==> src/rtl/fabric_tile.sv <==
module fabric_tile #(
  parameter int W      = 16,
  parameter int MAXDLY = 7,
  parameter int OSEL   = 3
) (
  input  logic         clk,
  input  logic         rst_n,
  input  logic         cfg_en,
  input  logic         cfg_in,
  output logic         cfg_out,
  input  logic [2*W-1:0] row_in,
  input  logic [2*W-1:0] col_in,
  output logic [2*W-1:0] row_out,
  output logic [2*W-1:0] col_out
);
  localparam int DSEL  = $clog2(MAXDLY + 1);
  localparam int SA_LO = 2;
  localparam int SB_LO = 4;
  localparam int DA_LO = 6;
  localparam int DB_LO = DA_LO + DSEL;
  localparam int O_LO  = DB_LO + DSEL;
  localparam int CFGW  = O_LO + 4 * OSEL;

  logic [CFGW-1:0] cfg;

  always_ff @(posedge clk or negedge rst_n)
    if (!rst_n)      cfg <= '0;
    else if (cfg_en) cfg <= {cfg[CFGW-2:0], cfg_in};

  assign cfg_out = cfg[CFGW-1];

  wire [1:0]      mode  = cfg[1:0];
  wire [1:0]      sel_a = cfg[SA_LO +: 2];
  wire [1:0]      sel_b = cfg[SB_LO +: 2];
  wire [DSEL-1:0] dly_a = cfg[DA_LO +: DSEL];
  wire [DSEL-1:0] dly_b = cfg[DB_LO +: DSEL];

  logic [W-1:0] trk [4];
  assign trk[0] = row_in[W-1:0];
  assign trk[1] = row_in[2*W-1:W];
  assign trk[2] = col_in[W-1:0];
  assign trk[3] = col_in[2*W-1:W];

  wire [W-1:0] op_a = trk[sel_a];
  wire [W-1:0] op_b = trk[sel_b];

  logic [W-1:0] line_a [MAXDLY];
  logic [W-1:0] line_b [MAXDLY];

  always_ff @(posedge clk or negedge rst_n)
    if (!rst_n) begin
      for (int k = 0; k < MAXDLY; k++) begin
        line_a[k] <= '0;
        line_b[k] <= '0;
      end
    end else if (!cfg_en) begin
      line_a[0] <= op_a;
      line_b[0] <= op_b;
      for (int k = 1; k < MAXDLY; k++) begin
        line_a[k] <= line_a[k-1];
        line_b[k] <= line_b[k-1];
      end
    end

  wire [DSEL-1:0] tap_a = dly_a - 1'b1;
  wire [DSEL-1:0] tap_b = dly_b - 1'b1;
  wire [W-1:0] a = (dly_a == '0) ? op_a : line_a[tap_a];
  wire [W-1:0] b = (dly_b == '0) ? op_b : line_b[tap_b];

  logic [W-1:0] res_d, res_q;

  always_comb
    case (mode)
      2'b00:   res_d = a + b;
      2'b01:   res_d = a - b;
      2'b10:   res_d = (a >= b) ? a - b : b - a;
      default: res_d = a * b;
    endcase

  always_ff @(posedge clk or negedge rst_n)
    if (!rst_n)       res_q <= '0;
    else if (!cfg_en) res_q <= res_d;

  logic [OSEL-1:0] osel [4];
  logic [W-1:0]    oq   [4];

  for (genvar j = 0; j < 4; j++) begin : g_out
    assign osel[j] = cfg[O_LO + j*OSEL +: OSEL];
    always_ff @(posedge clk or negedge rst_n)
      if (!rst_n)
        oq[j] <= '0;
      else if (!cfg_en)
        oq[j] <= (osel[j] < 4) ? trk[osel[j][1:0]] :
                 (osel[j] == 4) ? res_q : '0;
  end

  assign row_out = {oq[1], oq[0]};
  assign col_out = {oq[3], oq[2]};

  assert_shift_R2: assert property (@(posedge clk) disable iff (!rst_n)
    cfg_en |=> cfg_out == $past(cfg[CFGW-2]));

  assert_cfg_frozen_R3: assert property (@(posedge clk) disable iff (!rst_n)
    !cfg_en |=> $stable(cfg_out));

  assert_hold_R3: assert property (@(posedge clk) disable iff (!rst_n)
    cfg_en |=> ($stable(row_out) && $stable(col_out)));

  assert_absdiff_bound_R8: assert property (@(posedge clk) disable iff (!rst_n)
    (!cfg_en && mode == 2'b10) |=>
      res_q <= (($past(a) > $past(b)) ? $past(a) : $past(b)));

  assert_pass_R11: assert property (@(posedge clk) disable iff (!rst_n)
    (!cfg_en && osel[0] == 0) |=> row_out[W-1:0] == $past(row_in[W-1:0]));

  assert_zero_R11: assert property (@(posedge clk) disable iff (!rst_n)
    (!cfg_en && osel[2] >= 5) |=> col_out[W-1:0] == '0);
endmodule

==> config.mk <==
export PLATFORM = sky130hd
export DESIGN_NAME = fabric_tile
export DESIGN_NICKNAME = d
export VERILOG_FILES = /design/src/rtl/fabric_tile.sv
export SDC_FILE = /design/constraint.sdc
export NUM_CORES = 1
export LEC_CHECK = 0
export BUFFER_PORTS_ARGS = -buffer_cell sky130_fd_sc_hd__buf_2
export CAP_MARGIN = 20
export CORE_MARGIN = 1.5
export CORE_UTILIZATION = 30
export DETAILED_ROUTE_END_ITERATION = 10
export GPL_TIMING_DRIVEN = 0
export SLEW_MARGIN = 10
export SYNTH_ARGS = -nofsm -noshare
export SYNTH_HDL_FRONTEND = slang
export SYNTH_SLANG_ARGS = --single-unit
==> constraint.sdc <==
create_clock -name clk -period 19.7 [get_ports clk]
set_input_delay 0.985 -clock clk [delete_from_list [all_inputs] [get_ports clk]]
set_output_delay 0.985 -clock clk [all_outputs]
set_load 0.02 [all_outputs]
# Yosys cells after proc, flatten, opt, wreduce, memory -nomap -nowiden
# Cells that the tools add are included.
op_classes:
  reduce_logical: 3
  eq_ne: 6
  multipliers: 1
  order_cmp: 13
  mux: 36
  bitwise: 8
  add_sub_neg: 5
op_table:
  columns: ["cell", "n"]
  rows:
  - ["16-bit two-way mux", 27]
  - ["16-bit binary-select mux with 2-bit select", 6]
  - ["16-bit binary-select mux with 3-bit select", 2]
  - ["16-bit case mux with 3 select lines", 1]
  - ["16-bit subtractor", 2]
  - ["3-bit greater-or-equal comparator, second input constant", 6]
  - ["2-bit NOT with 3-bit output", 6]
  - ["16-bit adder", 1]
  - ["16-bit greater-or-equal comparator", 1]
  - ["16-bit by 16-bit multiplier with 16-bit output", 1]
  - ["3-bit == test, second input constant", 4]
  - ["3-bit < comparator, second input constant", 4]
  - ["4-bit greater-or-equal comparator, second input constant", 2]
  - ["3-bit NOT with 4-bit output", 2]
  - ["3-bit zero test", 2]
  - ["3-bit by 1-bit subtractor with 3-bit output, second input constant", 2]
  - ["2-bit by 1-bit == test with 1-bit output, second input constant", 1]
  - ["2-bit == test, second input constant", 1]
  - ["2-bit zero test", 1]
word_totals:
  out_inout_bits: 65
  reg_bits: 328
  inputBits: 68
  elab_cells: 92

# Logic depth before layout (Yosys ltp)
depth:
  word_depth: 9
  mapped_depth: 38
  depth_no_buf: 30

# Least setup slack after synthesis
# No wires, ideal clock.
synth_path:
  kind: "register to register"
  start: "register cfg[6]"
  end: "register res_q[15]"
  path_buffers: 5
  t_required_ps: 19578
  path_stages_with_launch: 33
  path_slack_ps: 12037
  arrival_time_ps: 7542
  path_cell_list: "dfrtp_1 buf_6 buf_6 clkbuf_1 inv_1 ha_1 buf_2 buf_2 mux2_2 a221oi_1 nor3_1 a21oi_2 inv_1 ha_1 inv_1 fa_1 fa_1 inv_1 fa_1 fa_1 inv_1 fa_1 fa_1 xnor2_1 xnor2_1 xnor2_1 xnor2_1 xnor2_1 xnor3_1 xnor3_1 xnor2_1 nand3_1 a32o_1"
synth_between:
  elab_chain_len: 9
  word_cells_on_any_way: 14
synth_rtl:
  columns: ["item", "line", "text"]
  rows:
  - ["start: declaration", "24", "logic [CFGW-1:0] cfg;"]
  - ["start signal: assignment", "28", "else if (cfg_en) cfg <= {cfg[CFGW-2:0], cfg_in};"]
  - ["3-bit by 1-bit subtractor with 3-bit output", "65", "wire [DSEL-1:0] tap_a = dly_a - 1'b1;"]
  - ["3-bit NOT with 4-bit output (not written as such)", "67", "wire [W-1:0] a = (dly_a == '0) ? op_a : line_a[tap_a];"]
  - ["16-bit binary-select mux with 3-bit select", "67", null]
  - ["16-bit two-way mux (not written as such) (2 in series)", "67", null]
  - ["16-bit two-way mux (*)", "67", null]
  - ["parallel branches: the longest is 2 deep, another holds 16-bit by 16-bit multiplier with 16-bit output", null, null]
  - ["16-bit case mux with 3 select lines (*)", "73", "case (mode)"]
  - ["end signal: assignment", "82", "else if (!cfg_en) res_q <= res_d;"]
  - ["end: declaration", "70", "logic [W-1:0] res_d, res_q;"]
# Mark *: on every way between the ends. The select of a mux whose other input is x is not followed.
# A chain may end at the register's enable or synchronous reset.

# Worst setup path after layout
layout_path:
  start: "register cfg[9]"
  end: "register res_q[15]"
layout_between:
  elab_chain_len: 9
  word_cells_on_any_way: 14
layout_rtl:
  columns: ["item", "line", "text"]
  rows:
  - ["3-bit by 1-bit subtractor with 3-bit output", "66", "wire [DSEL-1:0] tap_b = dly_b - 1'b1;"]
  - ["3-bit NOT with 4-bit output (not written as such)", "68", "wire [W-1:0] b = (dly_b == '0) ? op_b : line_b[tap_b];"]
  - ["16-bit binary-select mux with 3-bit select", "68", null]
  - ["16-bit two-way mux (not written as such) (2 in series)", "68", null]
  - ["16-bit two-way mux (*)", "68", null]
  - ["parallel branches: the longest is 2 deep, another holds 16-bit by 16-bit multiplier with 16-bit output", null, null]
  - ["16-bit case mux with 3 select lines (*)", "73", null]
# Marked as above.

==> results by stage <==
GRT:
- The global routing met2 resource utilization is around 30%.
- Global routing consumed, over all layers together, around a fifth of the routing resources.
- The first global-routing pass estimated between 100000 and 150000 microns of wire.
- The initial antenna violation count was 0.
- The total congestion overflow is 0.
- Entering global routing, the biggest net connects roughly 110 pins.
- Global routing used 3.86% of the available met3 tracks.
- The global-route met1 utilization is 26.9%.
- The via count of the first global-routing pass is roughly 18000.
- In this run the most used layer during global routing was met2.

Drt:
- The number of violations reported at the end of detailed-routing iteration 0 is roughly 2000.
- The first detailed-routing pass ran for 6 iterations.
- The count of nets left with antenna violations once routing finished came out at 0.
- Using the TritonRoute via totals, the vias-per-cell ratio works out to 5.36.
- The number of vias in the routed layout is about 18000.
- In the final routed layout, each cell accounts on average for approximately 23 microns.
- In the routed design, unresolved DRC markers number 0.
- For this block, the routed nets add up to 77100 microns of wire.

Floorplan:
- The initial utilization of the core area, before any placement, comes to a little under a third.
- The I/O pin count is 133.
- The total core area is between 70000 and 80000 sq um.
- The die covers approximately 80000 sq um.
- The number of cell rows is roughly 100.
- Measured along the y axis, the die boundary spans approximately 280 microns.
- The die outline width is about 280 microns.

Timing:
- The post-route worst setup slack is around 9900 ps.
- The final critical-path required period is approximately 9800 ps.
- The fmax is 0.102 GHz.
- Measured against its own limit, the worst slew margin works out to about 28%.
- Setup repair after global routing left no endpoint under its margin.
- The max-slew violation count is 0.
- The setup-violating endpoint count in the final report is 0.
- After routing, the total negative slack on setup checks comes to 0 ps.
- The slew at the pin closest to its max-slew limit is approximately 1100 ps.
- The count of final hold-check violations was 0.
- The final clock period utilization by the worst path is about half.
- The largest clock skew in the final design is around 30 ps.

Yosys:
- In this run, distinct cell masters in the synthesized netlist total just under 80.
- After synthesis, the cell types taking the most area are sky130_fd_sc_hd__dfrtp_1 (35%), sky130_fd_sc_hd__mux4_2 (12%), sky130_fd_sc_hd__mux2_2 (11%).
- After technology mapping, the gate count stands at 2138.
- The sequential area share after synthesis is 35.0%.
- The number of enable flip-flop cells after synthesis is 0.
- Yosys printed 0 warnings.
- The number of nets in the synthesized netlist is 2389.
- The post-synthesis sequential element count is about 330.
- The share of synthesized area in the top cell type comes to a little over a third.
- The most common flop cell mapped by yosys is sky130_fd_sc_hd__dfrtp_1.
- The mean post-synth cell area is about 11 sq um.
- The synthesized netlist occupies a cell area of approximately 23000 sq um.
- sky130_fd_sc_hd__dfrtp_1 takes more of the synthesized area than any other cell.
- The async set or reset register ratio after synthesis is 100%.

Critical path:
- The critical path class is reg -> reg.
- In this design, the largest share of critical-path delay is due to adder cells.
- The nature of the critical path startpoint is a register.
- Counting both buffers and inverters, the worst setup path holds a total of 12.
- The largest incremental delay on the critical path is around 560 ps.
- The largest fanout on the critical path is 10.
- The worst setup path startpoint is cfg[9]$_DFFE_PN0P_.
- The type of element capturing the critical path is a register.
- The worst path required time is 20130 ps.
- The slowest stage cell on the critical path is sky130_fd_sc_hd__o31a_1.
- The reg2reg setup slack is just under 10000 ps.
- Data on the critical path arrives at its endpoint at about 10000 ps.
- The startpoint identified for the worst register-to-register timing path is cfg[9]$_DFFE_PN0P_.

Final layout:
- Cells with a size suffix above 1 make up between 20% and 30% of the layout.
- The number of nets in the layout is about 2600.
- The relative area change from synthesis to final layout is 13.6%.
- The number of antenna diodes in the final layout is 0.

Placement:
- At the end of routability-driven placement, the weighted congestion stood at 0.938.
- The number of buffers inserted by port buffering is between 100 and 150.
- The worst setup timing slack at the placement stage is between 10000 and 15000 ps.
- Once detailed placement completed, the half-perimeter wirelength came to about 59000 microns.

Clock tree:
- In this run, CTS created clock tree buffers numbering 36.
- Clock-pin slew was measured on the worst setup and hold paths at around 70 ps.
- TritonCTS built the clock tree.
- After clock tree synthesis, the repair step resized 0 gates.
- The clock network latency to the later pin of the worst-skew pair is 540 ps.
- The sink count of the clock tree is 328.
- Hold repair after CTS inserted 0 buffers.
- In this run the deepest clock path goes through 3 buffers.
- The clock root buffer is sky130_fd_sc_hd__clkbuf_16.
- The number of levels the H-tree was split into is 2.
- The number of setup buffers added after CTS is 0.

Hold path:
- The class of the tightest hold or removal check is in -> async.

Run status:
- The flow ran to the end, and the final reports show no timing, DRC or antenna violations.

Job:
- The number of violations of the max-capacitance limit is 0.
[area by class of cell]
class | count | area (sq um)
inverters | 176 | 671
flip-flops and latches | 328 | 8210
clock inverters | 11 | 101
clock buffers | 53 | 1040
plain buffers | 142 | 709
fillers | 7850 | 50800
multi-input cells | 1492 | 13900
well taps | 1040 | 1300
repair buffers | 134 | 748
[through the flow]
| stage | hold WS [ps] | area, sq um | instances | util [%] |
|---|---|---|---|---|
| after CTS | 358 | 26700 | 3376 | 34.4 |
| final | 358 | 26700 | 3376 | 34.4 |
| after detailed placement | 471 | 25500 | 3312 | 33.0 |
| after global placement | 466 | 25400 | 3309 | 32.8 |
| after floorplan | 452 | 23500 | 2138 | - |
| after global routing | 390 | 26700 | 3376 | 34.4 |
[cells in the mapped netlist (4+ instances only)]
master and count:
sky130_fd_sc_hd__nor3_1 23, sky130_fd_sc_hd__and2_1 5, sky130_fd_sc_hd__buf_1 9, sky130_fd_sc_hd__mux2i_1 8
sky130_fd_sc_hd__mux2_1 5, sky130_fd_sc_hd__o31ai_4 6, sky130_fd_sc_hd__o31a_1 12, sky130_fd_sc_hd__clkinv_1 7
sky130_fd_sc_hd__o211ai_1 6, sky130_fd_sc_hd__o21ai_0 100, sky130_fd_sc_hd__xnor2_1 55, sky130_fd_sc_hd__xor2_1 11
sky130_fd_sc_hd__buf_4 8, sky130_fd_sc_hd__nor2_1 143, sky130_fd_sc_hd__buf_2 22, sky130_fd_sc_hd__a21oi_1 55
sky130_fd_sc_hd__mux2_2 237, sky130_fd_sc_hd__mux4_2 129, sky130_fd_sc_hd__inv_1 163, sky130_fd_sc_hd__nor2b_1 5
sky130_fd_sc_hd__fa_1 82, sky130_fd_sc_hd__a31oi_1 8, sky130_fd_sc_hd__a221oi_1 32, sky130_fd_sc_hd__a21oi_2 7
sky130_fd_sc_hd__buf_6 14, sky130_fd_sc_hd__dfrtp_1 328, sky130_fd_sc_hd__o21a_1 4, sky130_fd_sc_hd__o31a_2 4
sky130_fd_sc_hd__nand2b_1 8, sky130_fd_sc_hd__ha_1 101, sky130_fd_sc_hd__a22oi_1 66, sky130_fd_sc_hd__a21o_1 18
sky130_fd_sc_hd__clkbuf_1 86, sky130_fd_sc_hd__nand2_1 280, sky130_fd_sc_hd__a211oi_1 9, sky130_fd_sc_hd__o21bai_1 12
[worst register-to-register path: cells and delay by family, from the launching register on]
family                     cells  cell delay, ps
adders and majority gates      8            3560
buffers and inverters         12            2210
xor gates and xnor gates       8            1850
AOI/OAI and AO/OA              3            1220
muxes                          1             350
DFF                            1             340
and+or+nand+nor                1             140
[final timing paths]
check,end,depth (start not counted)
worst max-delay path,res_q[15]$_DFFE_PN0N_,33
worst min-delay path,line_b[25]$_DFFE_PN0N_,1
worst max register to register,res_q[15]$_DFFE_PN0N_,33
worst min register to register,row_out[8]$_DFFE_PN0N_,2
max in group asynchronous,line_a[40]$_DFFE_PN0N_,3
min in group clk,row_out[8]$_DFFE_PN0N_,2
[cells by family after synthesis]
kind of cell / share of synthesized area [%]
compound gates: 11.1
fa+ha+maj: 12.4
simple gates: 8.40
buf+inv: 5.88
xor+xnor: 2.93
mux: 24.3
flops: 35.0
[cell usage in the layout (no fill, tap or decap), types with 18 or more instances in the layout]
cell type | netlist | final
sky130_fd_sc_hd__clkbuf_1 | 86 | 95
sky130_fd_sc_hd__inv_1 | 163 | 163
sky130_fd_sc_hd__buf_2 | 22 | 152
sky130_fd_sc_hd__fa_1 | 82 | 82
sky130_fd_sc_hd__xnor2_1 | 55 | 55
sky130_fd_sc_hd__dfrtp_1 | 328 | 328
sky130_fd_sc_hd__nand2_1 | 280 | 280
sky130_fd_sc_hd__nor2_1 | 143 | 143
sky130_fd_sc_hd__mux4_2 | 129 | 129
sky130_fd_sc_hd__clkbuf_16 | 0 | 36
sky130_fd_sc_hd__a22oi_1 | 66 | 66
sky130_fd_sc_hd__a221oi_1 | 32 | 32
sky130_fd_sc_hd__o21ai_0 | 100 | 100
sky130_fd_sc_hd__a21o_1 | 18 | 18
sky130_fd_sc_hd__nor3_1 | 23 | 23
sky130_fd_sc_hd__ha_1 | 101 | 101
sky130_fd_sc_hd__mux2_2 | 237 | 237
sky130_fd_sc_hd__a21oi_1 | 55 | 55
[per-layer routing]
layer  vias to the layer above  share of wire (%)
met3                       126                8.6
li1                       7874                  -
met5                         -                  0
met4                         0                2.9
met2                       794                 45
met1                      9302                 43
[flip-flops by register name (all words and copies together) (netlist names)]
| register | cells |
|---|---|
| line_b | 112 |
| col_out | 32 |
| res_q | 16 |
| cfg | 24 |
| row_out | 32 |
| line_a | 112 |
Power is left out: the tool's default activity adds up to more than one toggle a clock period on the data nets, which glitch-free logic cannot reach.
